### src/rtl/tmr_pkg.sv
// Package: shared command encoding for the square-wave timer.
// Assumes a two-bit command bus driven with a one-cycle strobe.
package tmr_pkg;
    typedef enum logic [1:0] {
        CMD_NOP     = 2'b00,
        CMD_STOP    = 2'b01,
        CMD_STOP_TC = 2'b10,
        CMD_START   = 2'b11
    } tmr_cmd_e;
endpackage

### src/rtl/tmr_len_reg.sv
// Module: count-length holding register, written one byte at a time.
// Assumes LEN_W = CNT_W + 2 = 16, so the upper byte holds shape and count MSBs.
// The register has no reset, because the length is undefined after reset.
module tmr_len_reg #(
    parameter int CNT_W = 14,
    localparam int LEN_W = CNT_W + 2
) (
    input  logic             clk,
    input  logic             wr_en,
    input  logic             wr_hi,
    input  logic [7:0]       wr_data,
    output logic [LEN_W-1:0] len_o
);
    logic [LEN_W-1:0] len_q;

    // Capture the addressed byte on a write strobe.
    always_ff @(posedge clk) begin
        if (wr_en) begin
            if (wr_hi) len_q[LEN_W-1:8] <= wr_data[LEN_W-9:0];
            else       len_q[7:0]       <= wr_data;
        end
    end

    assign len_o = len_q;
endmodule

### src/rtl/tmr_seq.sv
// Module: counter sequencer. Counts down by two through a high half and then a low half.
// It also handles commands, deferred start, stop-at-TC and repeat reload.
// Assumes tick_i is high for one clock per timer-input pulse and lengths are at least 2.
module tmr_seq
    import tmr_pkg::*;
#(
    parameter int CNT_W = 14,
    localparam int LEN_W = CNT_W + 2
) (
    input  logic             clk,
    input  logic             rst_n,
    input  logic             tick_i,
    input  logic             cmd_valid_i,
    input  logic [1:0]       cmd_i,
    input  logic [LEN_W-1:0] len_i,
    output logic [CNT_W-1:0] cnt_o,
    output logic [1:0]       mode_o,
    output logic             run_o,
    output logic             low_o,
    output logic             tc_o,
    output logic             stop_o
);
    logic [CNT_W-1:0] cnt_q;
    logic [CNT_W-1:0] len_act_q;
    logic [1:0]       mode_q;
    logic             run_q, low_q, start_pend_q, stop_pend_q;
    tmr_cmd_e         cmd_e;
    logic             half_end;

    // Decode the command strobe and detect the end of a half period.
    always_comb begin
        cmd_e    = tmr_cmd_e'(cmd_i);
        half_end = (cnt_q <= CNT_W'(2));
        stop_o   = cmd_valid_i && (cmd_e == CMD_STOP);
        tc_o     = run_q && tick_i && low_q && half_end && !stop_o;
    end

    // Advance the counter, sequence the halves and apply commands.
    always_ff @(posedge clk) begin
        if (!rst_n) begin
            run_q        <= 1'b0;
            low_q        <= 1'b0;
            start_pend_q <= 1'b0;
            stop_pend_q  <= 1'b0;
        end else if (stop_o) begin
            run_q        <= 1'b0;
            start_pend_q <= 1'b0;
            stop_pend_q  <= 1'b0;
        end else begin
            if (run_q && tick_i) begin
                if (!half_end) begin
                    cnt_q <= cnt_q - CNT_W'(2);
                end else if (!low_q) begin
                    low_q <= 1'b1;
                    cnt_q <= {len_act_q[CNT_W-1:1], 1'b0};
                end else if (start_pend_q) begin
                    cnt_q        <= len_i[CNT_W-1:0];
                    len_act_q    <= len_i[CNT_W-1:0];
                    mode_q       <= len_i[LEN_W-1:CNT_W];
                    low_q        <= 1'b0;
                    start_pend_q <= 1'b0;
                end else if (stop_pend_q || !mode_q[0]) begin
                    run_q       <= 1'b0;
                    stop_pend_q <= 1'b0;
                end else begin
                    low_q <= 1'b0;
                    cnt_q <= len_act_q;
                end
            end
            if (cmd_valid_i && cmd_e == CMD_START) begin
                if (!run_q) begin
                    cnt_q        <= len_i[CNT_W-1:0];
                    len_act_q    <= len_i[CNT_W-1:0];
                    mode_q       <= len_i[LEN_W-1:CNT_W];
                    low_q        <= 1'b0;
                    run_q        <= 1'b1;
                    start_pend_q <= 1'b0;
                    stop_pend_q  <= 1'b0;
                end else begin
                    start_pend_q <= 1'b1;
                    stop_pend_q  <= 1'b0;
                end
            end
            if (cmd_valid_i && cmd_e == CMD_STOP_TC && run_q) begin
                stop_pend_q  <= 1'b1;
                start_pend_q <= 1'b0;
            end
        end
    end

    assign cnt_o  = cnt_q;
    assign mode_o = mode_q;
    assign run_o  = run_q;
    assign low_o  = low_q;
endmodule

### src/rtl/tmr_wave.sv
// Module: output shaper and terminal-count flag.
// Square shapes follow the half-period phase. Pulse shapes drive the output low
// for the one tick period that follows terminal count.
// Assumes tc_i is high only in a cycle where a tick is also present.
module tmr_wave (
    input  logic clk,
    input  logic rst_n,
    input  logic tick_i,
    input  logic stop_i,
    input  logic tc_i,
    input  logic pulse_mode_i,
    input  logic run_i,
    input  logic low_i,
    input  logic clr_i,
    output logic out_o,
    output logic flag_o
);
    logic pulse_q, flag_q;

    // Hold the pulse low for one tick period after terminal count.
    always_ff @(posedge clk) begin
        if (!rst_n)                    pulse_q <= 1'b0;
        else if (stop_i)               pulse_q <= 1'b0;
        else if (tc_i && pulse_mode_i) pulse_q <= 1'b1;
        else if (tick_i)               pulse_q <= 1'b0;
    end

    // Sticky terminal-count flag. A new terminal count wins over a clear.
    always_ff @(posedge clk) begin
        if (!rst_n)     flag_q <= 1'b0;
        else if (tc_i)  flag_q <= 1'b1;
        else if (clr_i) flag_q <= 1'b0;
    end

    assign out_o  = !pulse_q && !(run_i && !pulse_mode_i && low_i);
    assign flag_o = flag_q;
endmodule

### src/rtl/tmr_sqwave.sv
// Module: top of the programmable square-wave and pulse timer.
// Ties together the length register, the sequencer and the output shaper.
// Assumes CNT_W = 14, so that the upper byte holds two shape bits and six count bits.
module tmr_sqwave #(
    parameter int CNT_W = 14
) (
    input  logic       clk,
    input  logic       rst_n,
    input  logic       wr_en,
    input  logic       wr_hi,
    input  logic [7:0] wr_data,
    input  logic       rd_hi,
    output logic [7:0] rd_data,
    input  logic       cmd_valid,
    input  logic [1:0] cmd,
    input  logic       tick_in,
    output logic       tmr_out,
    output logic       tc_flag,
    input  logic       tc_clr
);
    localparam int LEN_W = CNT_W + 2;
    localparam int HI_W  = CNT_W - 8;

    logic [LEN_W-1:0] len;
    logic [CNT_W-1:0] cnt;
    logic [1:0]       mode;
    logic             run, low, tc, stop_now;

    tmr_len_reg #(.CNT_W(CNT_W)) u_len (
        .clk(clk), .wr_en(wr_en), .wr_hi(wr_hi), .wr_data(wr_data), .len_o(len)
    );

    tmr_seq #(.CNT_W(CNT_W)) u_seq (
        .clk(clk), .rst_n(rst_n), .tick_i(tick_in), .cmd_valid_i(cmd_valid),
        .cmd_i(cmd), .len_i(len), .cnt_o(cnt), .mode_o(mode), .run_o(run),
        .low_o(low), .tc_o(tc), .stop_o(stop_now)
    );

    tmr_wave u_wave (
        .clk(clk), .rst_n(rst_n), .tick_i(tick_in), .stop_i(stop_now), .tc_i(tc),
        .pulse_mode_i(mode[1]), .run_i(run), .low_i(low), .clr_i(tc_clr),
        .out_o(tmr_out), .flag_o(tc_flag)
    );

    // Read-back mux: live counter with the active shape in the upper byte.
    always_comb begin
        if (rd_hi) rd_data = {mode, cnt[CNT_W-1:CNT_W-HI_W]};
        else       rd_data = cnt[7:0];
    end
endmodule

### config.mk
export PLATFORM = sky130hd
export DESIGN_NAME = tmr_sqwave
export DESIGN_NICKNAME = d
export VERILOG_FILES = /design/src/rtl/tmr_pkg.sv /design/src/rtl/tmr_len_reg.sv /design/src/rtl/tmr_seq.sv /design/src/rtl/tmr_wave.sv /design/src/rtl/tmr_sqwave.sv
export SDC_FILE = /design/constraint.sdc
export NUM_CORES = 1
export LEC_CHECK = 0
export ABC_AREA = 1
export BUFFER_PORTS_ARGS = -buffer_cell sky130_fd_sc_hd__buf_4
export CORE_MARGIN = 4
export CORE_UTILIZATION = 43
export DETAILED_ROUTE_END_ITERATION = 7
export SKIP_CTS_REPAIR_TIMING = 1
export SLEW_MARGIN = 20
export SYNTH_ARGS = -nofsm -noshare
export SYNTH_HDL_FRONTEND = slang
export SYNTH_HIERARCHICAL = 1
export SYNTH_SLANG_ARGS = --single-unit
### constraint.sdc
create_clock -name clk -period 1.55 [get_ports clk]
set_input_delay 0.465 -clock clk [delete_from_list [all_inputs] [get_ports clk]]
set_output_delay 0.465 -clock clk [all_outputs]
set_load 0.03 [all_outputs]
# Word-level counts from Yosys, hierarchy flattened

Index checks and enable logic that the tools add are counted.

Bits in latches: 0
Word-level logic and storage cells: 104
Bits in writable memories: 0
Output and inout port bits: 10
Memory bits (read-only): 0
Flip-flop bits (word level): 52
Memories kept: 0
Input bits: 18

Shift operators: 0
Magnitude comparators: 1
Div/mod/pow operators: 0
Multiplexer cells: 50
Bitwise logic cells: 3
Reduce and logical (&&, ||, !) cells: 34
Eq/ne operators: 4
Multipliers: 0
Add/subtract/negate cells: 1

Operators with widths:

| cell                                                  | number |
|---|---|
| two-way mux 14 bit                                    | 13 |
| two-way mux 1 bit                                     | 30 |
| <= comparator 14 x 2 -> 1 bit (second input constant) | 1 |
| subtractor 14 x 2 -> 14 bit (second input constant)   | 1 |
| logical AND 1 bit                                     | 12 |
| two-way mux 2 bit                                     | 6 |
| nonzero test 3 bit                                    | 4 |
| nonzero test 2 bit                                    | 5 |
| two-way mux 8 bit                                     | 1 |
| AND reduction 2 bit                                   | 3 |
| logical NOT 1 bit                                     | 5 |
| AND reduction 5 bit                                   | 1 |
| == test 2 bit (second input constant)                 | 2 |
| != test 3 bit (second input constant)                 | 1 |
| NOT 1 bit                                             | 3 |
| AND reduction 3 bit                                   | 1 |
| OR reduction 3 bit                                    | 1 |
| == test 2 x 1 -> 1 bit (second input constant)        | 1 |
| OR reduction 2 bit                                    | 1 |
| logical OR 1 bit                                      | 1 |

# Longest topological paths before layout

Gate-level depths: netlist of the first run.

Depth in word-level cells: 9
Depth in mapped cells: 12
Mapped depth without buffers: 11

# Hierarchy

The synthesis of the first run kept the hierarchy.

Modules (own cells, without submodules):

| module      | cells an instance | seq. area each (µm²) | area an instance (µm²) | times used |
|---|---|---|---|---|
| tmr_seq     | 447               | 980.9                | 2929.1                 | 1 |
| tmr_len_reg | 20                | 480.5                | 498.0                  | 1 |
| tmr_wave    | 18                | 40.0                 | 107.6                  | 1 |
| tmr_sqwave  | 26                | 0.0                  | 105.1                  | 1 |

# Worst setup path before layout of the first run

No wires, ideal clock.

Path kind: input port to flip-flop
From: input port cmd[1]
To: register u_seq.cnt_q[0], in the netlist u_seq/cnt_o[0] (enable)
Data required time: 1.165 ns
Data arrival time: 1.275 ns
Cell stages on the path: 4
Setup time: 0.385 ns
Path buffers: 0
Slack: -0.110 ns
Cell sequence: inv_1 -> nand3_1 -> nand2_1 -> inv_1

Word-level cells in the longest chain between the ends: 4

RTL lines:

| element                       | line             | RTL |
|---|---|---|
| from (decl)                   | tmr_sqwave.sv:15 | `input logic [1:0] cmd,` |
| == test 2 x 1 -> 1 bit        | tmr_seq.sv:34    | `stop_o = cmd_valid_i && (cmd_e == CMD_STOP);` |
| logical AND 1 bit             | tmr_seq.sv:34    |  |
| NOT 1 bit (no line)           | --               |  |
| AND reduction 2 bit (no line) | --               |  |
| to (signal assigned)          | tmr_seq.sv:52    | `cnt_q <= cnt_q - CNT_W'(2);` |
| to (signal assigned)          | tmr_seq.sv:55    | `cnt_q <= {len_act_q[CNT_W-1:1], 1'b0};` |
| to (signal assigned)          | tmr_seq.sv:57    | `cnt_q <= len_i[CNT_W-1:0];` |
| to (decl)                     | tmr_seq.sv:23    | `logic [CNT_W-1:0] cnt_q;` |

Every way passes these cells.
A chain may end at the register's enable or synchronous reset.

# Worst setup path after layout of the first run

From: register u_seq.cnt_q[6], in the netlist u_seq/cnt_o[6]
To: register u_seq.mode_q[0], in the netlist u_seq/mode_o[0] (data pin)

Word-level cells in the longest chain between the ends: 5

RTL lines:

| element                         | line          | RTL |
|---|---|---|
| <= comparator 14 x 2 -> 1 bit * | tmr_seq.sv:33 | `half_end = (cnt_q <= CNT_W'(2));` |
| two-way mux 2 bit *             | tmr_seq.sv:51 | `if (!half_end) begin` |
| two-way mux 2 bit *             | tmr_seq.sv:50 | `if (run_q && tick_i) begin` |
| two-way mux 2 bit               | tmr_seq.sv:71 | `if (!run_q) begin` |
| two-way mux 2 bit *             | tmr_seq.sv:70 | `if (cmd_valid_i && cmd_e == CMD_START) begin` |
| to (signal assigned)            | tmr_seq.sv:59 | `mode_q <= len_i[LEN_W-1:CNT_W];` |
| to (signal assigned)            | tmr_seq.sv:74 | `mode_q <= len_i[LEN_W-1:CNT_W];` |
| to (decl)                       | tmr_seq.sv:25 | `logic [1:0] mode_q;` |

Every way passes the cells marked *; elsewhere a longest branch is shown, timed or not.

==> results of run 1 <==
-- power by group --
part / switching, W / leakage, nW / internal (W) / total (W)
Combinational: 0.000475 / 1.78 / 0.000355 / 0.000830
Clock: 0.000472 / 0.0654 / 0.000646 / 0.00112
Sequential: 0.0000821 / 0.487 / 0.00165 / 0.00173
-- logic make-up (layout without fill, tap and decap cells) --
family / Yosys count / after routing / share of synthesized area
xor gates and xnor gates: 7 / 7 / 0.0168
AOI/OAI and AO/OA: 75 / 75 / 0.110
adders and majority gates: 1 / 1 / 0.00344
and+or+nand+nor: 280 / 281 / 0.346
DFF: 52 / 52 / 0.413
buffers and inverters: 96 / 182 / 0.111
-- through the flow --
step	util	setup WS (ns)
2_1_floorplan	-	-0.0894
3_5_place_dp	0.522	-0.259
5_1_grt	0.597	-0.356
6_report	0.597	-0.231
3_3_place_gp	0.522	-0.236
4_1_cts	0.538	-0.213
-- per-layer routing --
metal	vias to the layer above	routed length [µm]	global-route usage	part of all wire
met5	-	0	0	0
met4	0	279	0.0549	0.027
met3	23	696	0.0222	0.067
met2	155	4630	0.317	0.44
met1	1673	4830	0.312	0.46
li1	1816	-	-	-
-- final cells by class --
type                       instances  share of cell area
multi-input combinational        364               0.403
clock buffer                       6              0.0148
clock inverter                     2              0.0123
timing repair buffer              98               0.177
tap                              105              0.0268
inverter                          76              0.0597
sequential                        52               0.307
-- sequential cells by signal, summed over array words and instances, names as in the netlist --
name / count
u_seq/run_o: 1
u_seq/low_o: 1
u_len/len_o: 16
u_wave/flag_o: 1
u_wave/pulse_q: 1
u_seq/cnt_o: 14
u_seq/len_act_q: 14
u_seq/stop_pend_q: 1
u_seq/mode_o: 2
u_seq/start_pend_q: 1
-- path summary, 6_finish.rpt --
kind	to	slack (ns)	depth (start not counted)
setup / recovery	u_seq/mode_o[0]	-0.23	10
hold / removal	u_len/len_o[0]	0.34	1
setup reg to reg	u_seq/mode_o[0]	-0.23	10
hold reg to reg	u_wave/flag_o	0.47	2
-- synthesized netlist by cell type (2+ instances only) --
cell	instances	area, µm²
nand2_4	4	45.0
nand2_1	150	563
buf_4	2	15.0
a21oi_2	2	17.5
dfxtp_1	6	120
clkbuf_1	2	7.51
buf_2	12	60.1
buf_6	3	33.8
inv_1	71	267
nor2_1	41	154
o21bai_1	2	15.0
or2_0	3	18.8
nor2_4	2	22.5
edfxtp_1	46	1380
xor2_1	6	52.6
nor2_2	7	43.8
o22ai_1	5	31.3
or2_2	8	50.1
nand2_2	2	12.5
inv_2	4	15.0
nand3b_1	4	30.0
o21ai_0	32	160
a21oi_1	32	160
and3_1	2	12.5
nand3_1	53	265
nand4_1	2	12.5
==> impl_metrics.env, run 1 <==
export IMPL_status="finished, violations left"
export IMPL_violations="setup timing"
export IMPL_ys_warnings_count=6
export IMPL_drive_gt1_frac=0.324
export IMPL_worst_setup_path_type="flop to flop"
export IMPL_tns_ns=-6.50
export IMPL_hp_start="wr_data[0]"
export IMPL_synth_seq_area_share=0.413
export IMPL_crit_chain="nor2_4 -> nand2_2 -> nor2_4 -> nand2_4 -> nand2_8 -> buf_4 -> buf_4 -> nand3_4 -> nand2_4 -> o21ai_0"
export IMPL_antenna_cells=0
export IMPL_seqCellArea_um2=1500
export IMPL_cp_arrival_ns=1.85
export IMPL_port_buffers=27
export IMPL_synth_flop_cell="edfxtp_1"
export IMPL_gp_congestion=0.909
export IMPL_hold_viol=0
export IMPL_rsz0062_at_grt="yes"
export IMPL_multi_input_area_um2=1970
export IMPL_syn_inst=511
export IMPL_setup_viol=44
export IMPL_drcViolationCount=0
export IMPL_fmax_ghz=0.561
export IMPL_worstSetupEndpointType="flop"
export IMPL_synth_edf_count=46
export IMPL_dieHeight_um=100
export IMPL_dpl_cell_count=673
export IMPL_cts_tree="built"
export IMPL_core_um2=8220
export IMPL_stdcell_count=703
export IMPL_clkTransAtPathRegs_ns=0.10
export IMPL_antenna_left=0
export IMPL_max_stage_delay_ns=0.46
export IMPL_drt_wl_total_um=10400
export IMPL_antenna_found_initial=0
export IMPL_area_delta_synth_final_pct=34.7
export IMPL_grt_pass1_vias=3261
export IMPL_yosys_register_bits=52
export IMPL_crit_start="u_seq/cnt_o[6]"
export IMPL_drv_cap=0
export IMPL_place_hpwl_um=7550
export IMPL_p_per_area_nw_per_um2=750
export IMPL_cts_htree_levels=2
export IMPL_crit_buf_inv=2
export IMPL_rows=33
export IMPL_syn_nets=530
export IMPL_overflow=0
export IMPL_grt_max_degree=33
export IMPL_dieArea_um2=10000
export IMPL_hold_path_class="input port to flop"
export IMPL_worst_slack_ns=-0.231
export IMPL_max_clock_path_buffers=2
export IMPL_fill_cells=723
export IMPL_io_pin_count=28
export IMPL_fin_crit_ns=1.78
export IMPL_start_kind="flop"
export IMPL_regToRegStartpoint="u_seq/cnt_o[6]"
export IMPL_peakVddDrop_uv=489
export IMPL_grt_first_pass_wirelength_um=16600
export IMPL_clock_sinks=52
export IMPL_initialDrtViolationCount=373
export IMPL_p_leak_nw=2.33
export IMPL_root_buffer="clkbuf_8"
export IMPL_required_ns=1.62
export IMPL_postPlaceCellArea_um2=4290
export IMPL_numCtsBuffers=5
export IMPL_layout_common_cells="nand2_1 (119), buf_4 (73), inv_1 (66)"
export IMPL_hold_ws_ns=0.337
export IMPL_die_w_um=100
export IMPL_ys_async_sr_fraction=0
export IMPL_final_common_cell="nand2_1"
export IMPL_first_pass_iters=5
export IMPL_path_delay_family="simple AND/OR/NAND/NOR gates"
export IMPL_syn_area_um2=3640
export IMPL_slew_headroom=0.724
export IMPL_vias_per_cell=5.22
export IMPL_synth_cell_types=34
export IMPL_fin_nets=616
export IMPL_grt_use_total=0.207
export IMPL_start_util=0.443
export IMPL_crit_fanout=7
export IMPL_clock_latency_ns=0.32
export IMPL_fin_area_um2=4900
export IMPL_tightest_slew_ns=0.413
export IMPL_crit_slowest_cell="edfxtp_1"
export IMPL_avgRoutedWirePerCell_um=14.8
export IMPL_power_total_w=0.00368
export IMPL_fin_crit_sh=1.15
export IMPL_clock_skew_ns=0.0106
export IMPL_syn_area_per_cell_um2=7.12
export IMPL_final_max_slew_viol_count=0
export IMPL_num_vias=3667
Note: power is estimated with default switching activity, not from simulation.
==> inputs of run 2 (changes only) <==
==> constraint.sdc (replaced) <==
create_clock -name clk -period 1.55 [get_ports clk]
set_input_delay 0.155 -clock clk [delete_from_list [all_inputs] [get_ports clk]]
set_output_delay 0.155 -clock clk [all_outputs]
set_load 0.03 [all_outputs]
==> impl_metrics.env, run 2 (synthesis results as in run 1) <==
export IMPL_status="finished, violations left"
export IMPL_violations="setup timing"
export IMPL_p_comb_frac=0.215
export IMPL_grt_pass1_vias=3073
export IMPL_r2r_setup_slack_ns=-0.18
export IMPL_io_pin_count=28
export IMPL_antenna_found_initial=0
export IMPL_fin_area_um2=4510
export IMPL_initialDrtViolationCount=361
export IMPL_crit_start="u_seq/cnt_o[4]"
export IMPL_postPlaceCellArea_um2=4280
export IMPL_tightest_slew_ns=0.402
export IMPL_intPower_w=0.00243
export IMPL_grt_met3_usage=0.0250
export IMPL_gp_congestion=0.874
export IMPL_first_pass_iters=5
export IMPL_worst_setup_path_type="flop to flop"
export IMPL_dieArea_um2=10000
export IMPL_required_ns=1.61
export IMPL_drcViolationCount=0
export IMPL_grt_use_met1=0.304
export IMPL_layout_common_cells="nand2_1 (147), buf_4 (77), inv_1 (70)"
export IMPL_num_vias=3443
export IMPL_clock_sinks=52
export IMPL_slew_headroom=0.732
export IMPL_max_clock_path_buffers=2
export IMPL_clkTransAtPathRegs_ns=0.11
export IMPL_cts_htree_levels=2
export IMPL_cp_common_cell="nand2_2"
export IMPL_root_buffer="clkbuf_8"
export IMPL_crit_chain="nor2_4 -> nand2_2 -> nor2_2 -> nand2_2 -> nand2_8 -> buf_12 -> buf_4 -> nand3_2 -> nand2_1 -> a21boi_0"
export IMPL_place_hpwl_um=7440
export IMPL_grt_use_total=0.200
export IMPL_antenna_left=0
export IMPL_setup_viol=32
export IMPL_avgRoutedWirePerCell_um=14.3
export IMPL_crit_fanout=7
export IMPL_fin_crit_ns=1.73
export IMPL_crit_buf_inv=2
export IMPL_regToRegStartpoint="u_seq/cnt_o[4]"
export IMPL_hp_start="wr_data[0]"
export IMPL_grt_busiest_layer="met1"
export IMPL_cp_arrival_ns=1.79
export IMPL_worstSetupEndpointType="flop"
export IMPL_r2r_end="u_seq/len_act_q[1]"
export IMPL_vias_per_cell=5.01
export IMPL_hold_viol=0
export IMPL_area_delta_synth_final_pct=24.0
export IMPL_grt_first_pass_wirelength_um=15800
export IMPL_clockPowerShare=0.278
export IMPL_dieHeight_um=100
export IMPL_whs_path_depth=1
export IMPL_p_per_area_nw_per_um2=754
export IMPL_grt_max_degree=33
export IMPL_core_um2=8220
export IMPL_drive_gt1_frac=0.227
export IMPL_fin_crit_sh=1.12
export IMPL_die_w_um=100
export IMPL_sequentialPowerShare=0.507
export IMPL_p_leak_nw=2.22
export IMPL_largest_reg_flops=16
export IMPL_clock_skew_ns=0.0178
export IMPL_pre_cts_slack_ns=-0.217
export IMPL_final_common_cell="nand2_1"
export IMPL_fmax_ghz=0.578
export IMPL_final_max_slew_viol_count=0
export IMPL_peakVddDrop_uv=451
export IMPL_numCtsBuffers=5
export IMPL_clock_latency_ns=0.32
export IMPL_drv_cap=0
export IMPL_worst_slack_ns=-0.181
export IMPL_p_sw_w=0.000976
export IMPL_rsz0062_at_grt="yes"
export IMPL_drt_wl_total_um=9810
export IMPL_start_util=0.443
export IMPL_met2_usage=0.302
export IMPL_max_stage_delay_ns=0.45
export IMPL_cts_tree="built"
export IMPL_switching_share=0.287
export IMPL_start_kind="flop"
export IMPL_fin_nets=600
export IMPL_crit_slowest_cell="edfxtp_1"
export IMPL_path_delay_family="simple AND/OR/NAND/NOR gates"
export IMPL_antenna_cells=0
export IMPL_hold_path_class="input port to flop"
export IMPL_port_buffers=27
export IMPL_overflow=0
export IMPL_min_delay_worst_endpoint="u_len/len_o[8]"
export IMPL_rows=33
export IMPL_ff2ff_path_depth=10
==> run 2: power groups by stage <==
| stage | logic [W] | clock network, W | registers [W] |
|---|---|---|---|
| final | 0.000731 | 0.000946 | 0.00173 |
| after global placement | 0.000703 | 0 | 0.00176 |
| after floorplan | 0.000414 | 0 | 0.00175 |
| after CTS | 0.000711 | 0.000982 | 0.00173 |
| after global routing | 0.000816 | 0.00103 | 0.00174 |
| after detailed placement | 0.000708 | 0 | 0.00176 |
==> run 2: metrics by stage <==
step | hold WS (ns) | setup TNS [ns] | total power, W | util | instances
after floorplan | 0.254 | -0.397 | 0.00216 | - | 511
after global placement | 0.342 | -2.95 | 0.00246 | 0.521 | 674
after detailed placement | 0.342 | -4.05 | 0.00247 | 0.521 | 674
after CTS | 0.0228 | -4.52 | 0.00342 | 0.535 | 682
after global routing | 0.0122 | -8.11 | 0.00359 | 0.549 | 687
final | 0.0290 | -4.20 | 0.00340 | 0.549 | 687
==> run 2: area by class of cell <==
type,instances,area (µm²)
Timing Repair Buffer,83,681
Inverter,76,289
Multi-Input combinational cell,363,1800
Tap cell,105,131
Fill cell,810,3700
Clock buffer,5,68.8
Clock inverter,3,42.5
Sequential cell,52,1500
==> run 2: how the worst max path moves through the flow <==
stage,cells after the start,slack (ns),to
floorplan,11,-0.09,u_seq/len_act_q[12]
global placement,10,-0.22,u_seq/cnt_o[9]
detailed placement,10,-0.22,u_seq/cnt_o[9]
CTS,10,-0.22,u_seq/cnt_o[9]
global route,10,-0.32,u_seq/cnt_o[8]
finish,10,-0.18,u_seq/len_act_q[1]
==> run 2: layer usage <==
layer  wire, µm  vias up  part of all wire
li1           -     1778                 -
met1       4710     1544              0.48
met4         93        0            0.0095
met3        656       10             0.067
met2       4340      111              0.44
met5          0        -                 0
==> inputs of run 3 (changes only) <==
--- a/config.mk
+++ b/config.mk
@@ -7,9 +7,12 @@
 export LEC_CHECK = 0
 export ABC_AREA = 1
 export BUFFER_PORTS_ARGS = -buffer_cell sky130_fd_sc_hd__buf_4
+export CELL_PAD_IN_SITES_DETAIL_PLACEMENT = 0
+export CELL_PAD_IN_SITES_GLOBAL_PLACEMENT = 1
 export CORE_MARGIN = 4
-export CORE_UTILIZATION = 43
+export CORE_UTILIZATION = 40
 export DETAILED_ROUTE_END_ITERATION = 7
+export PLACE_DENSITY_LB_ADDON = 0.1
 export SKIP_CTS_REPAIR_TIMING = 1
 export SLEW_MARGIN = 20
 export SYNTH_ARGS = -nofsm -noshare
==> impl_metrics.env, run 3 (synthesis results as in run 1) <==
export IMPL_p_per_area_nw_per_um2=756
export IMPL_postPlaceCellArea_um2=4290
export IMPL_cts_tree="built"
export IMPL_fmax_ghz=0.564
export IMPL_worst_slack_ns=-0.222
export IMPL_first_pass_iters=5
export IMPL_dpl_cell_count=677
export IMPL_core_um2=8810
export IMPL_max_stage_delay_ns=0.43
export IMPL_ff2ff_path_depth=10
export IMPL_fin_crit_ns=1.77
export IMPL_max_clock_path_buffers=2
export IMPL_antenna_cells=0
export IMPL_clock_latency_ns=0.31
export IMPL_overflow=0
export IMPL_fin_nets=601
export IMPL_dieArea_um2=10700
export IMPL_clock_sinks=52
export IMPL_dieHeight_um=103
export IMPL_antenna_found_initial=0
export IMPL_final_max_slew_viol_count=0
export IMPL_antenna_left=0
export IMPL_hold_viol=0
export IMPL_clock_skew_ns=0.00924
export IMPL_p_leak_nw=2.23
export IMPL_path_depth=10
export IMPL_avgRoutedWirePerCell_um=15.0
export IMPL_regToRegStartpoint="u_seq/cnt_o[2]"
export IMPL_peakVddDrop_uv=483
export IMPL_pre_cts_slack_ns=-0.199
export IMPL_grt_use_total=0.201
export IMPL_largest_reg_flops=16
export IMPL_r2r_setup_slack_ns=-0.22
export IMPL_stdcell_count=691
export IMPL_place_hpwl_um=7970
export IMPL_crit_start="u_seq/cnt_o[2]"
export IMPL_drive_gt1_frac=0.232
export IMPL_cp_common_cell="nand2_2"
export IMPL_grt_max_degree=32
export IMPL_grt_first_pass_wirelength_um=16300
export IMPL_hold_path_class="input port to flop"
export IMPL_r2r_end="u_seq/cnt_o[13]"
export IMPL_crit_fanout=9
export IMPL_drt_wl_total_um=10400
export IMPL_power_total_w=0.00343
export IMPL_numCtsBuffers=5
export IMPL_tightest_slew_ns=0.401
export IMPL_worstSetupEndpointType="flop"
export IMPL_cp_arrival_ns=1.84
export IMPL_clkTransAtPathRegs_ns=0.10
export IMPL_setup_viol=33
export IMPL_required_ns=1.62
export IMPL_rsz0062_at_grt="yes"
export IMPL_path_delay_family="simple AND/OR/NAND/NOR gates"
export IMPL_initialDrtViolationCount=320
export IMPL_hold_ws_ns=0.0249
export IMPL_vias_per_cell=5.08
export IMPL_final_common_cell="nand2_1"
export IMPL_crit_path_end="u_seq/cnt_o[13]"
export IMPL_status="finished, violations left"
export IMPL_layout_common_cells="nand2_1 (148), buf_4 (78), inv_1 (70)"
export IMPL_crit_buf_inv=3
export IMPL_num_vias=3512
export IMPL_violations="setup timing"
export IMPL_slew_headroom=0.733
export IMPL_crit_chain="buf_6 -> nor2_4 -> nand2_1 -> nor2_2 -> nand2_2 -> nand2_8 -> clkinvlp_4 -> buf_4 -> nand2_2 -> a21oi_2"
export IMPL_fin_crit_sh=1.14
export IMPL_fin_area_um2=4540
export IMPL_start_kind="flop"
export IMPL_start_util=0.413
export IMPL_crit_slowest_cell="edfxtp_1"
export IMPL_gp_congestion=0.917
export IMPL_area_delta_synth_final_pct=24.7
export IMPL_io_pin_count=28
export IMPL_worst_setup_path_type="flop to flop"
export IMPL_drcViolationCount=0
export IMPL_cts_htree_levels=2
export IMPL_port_buffers=27
export IMPL_rows=34
export IMPL_grt_pass1_vias=3102
export IMPL_root_buffer="clkbuf_8"
export IMPL_drv_cap=0
export IMPL_die_w_um=103
==> run 3: cell types whose count changed in the layout (fill, tap and decap cells not counted), sizes merged <==
| cell | delta |
|---|---|
| clkbuf | +1 |
==> run 3: worst min-delay path by stage <==
stage / cells past startpoint / from / slack (ns) / endpoint
2_1_floorplan: 0 / wr_data[0] / 0.25 / u_len/len_o[0]
3_3_place_gp: 1 / wr_data[4] / 0.34 / u_len/len_o[12]
4_1_cts: 1 / wr_data[3] / 0.02 / u_len/len_o[3]
3_5_place_dp: 1 / wr_data[3] / 0.34 / u_len/len_o[3]
6_report: 1 / wr_data[3] / 0.02 / u_len/len_o[3]
5_1_grt: 1 / wr_data[5] / 0.009 / u_len/len_o[5]
==> run 3: metrics by stage <==
stage	utilization	TNS, ns
floorplan	-	-0.397
CTS	0.499	-5.38
finish	0.515	-5.24
global route	0.515	-8.58
detailed placement	0.487	-4.70
global placement	0.487	-4.31
==> run 3: area by class of cell <==
| class | instances | area, µm² |
|---|---|---|
| flip-flops and latches | 52 | 1500 |
| repair buffers | 84 | 697 |
| well taps | 108 | 135 |
| inverters | 76 | 289 |
| fillers | 877 | 4270 |
| clock inverters | 3 | 42.5 |
| clock buffers | 5 | 68.8 |
| multi-input cells | 363 | 1810 |
==> run 3: power by group <==
part	internal, W	switching, W
sequential	0.00165	0.0000763
combinational	0.000305	0.000441
clock	0.000479	0.000480
==> run 3: metal layers <==
layer | global-route usage | wire length (µm) | up-vias
li1 | - | - | 1785
met1 | 0.291 | 4960 | 1612
met2 | 0.317 | 4720 | 110
met3 | 0.0342 | 616 | 5
met4 | 0.0398 | 78 | 0
met5 | 0 | 0 | -
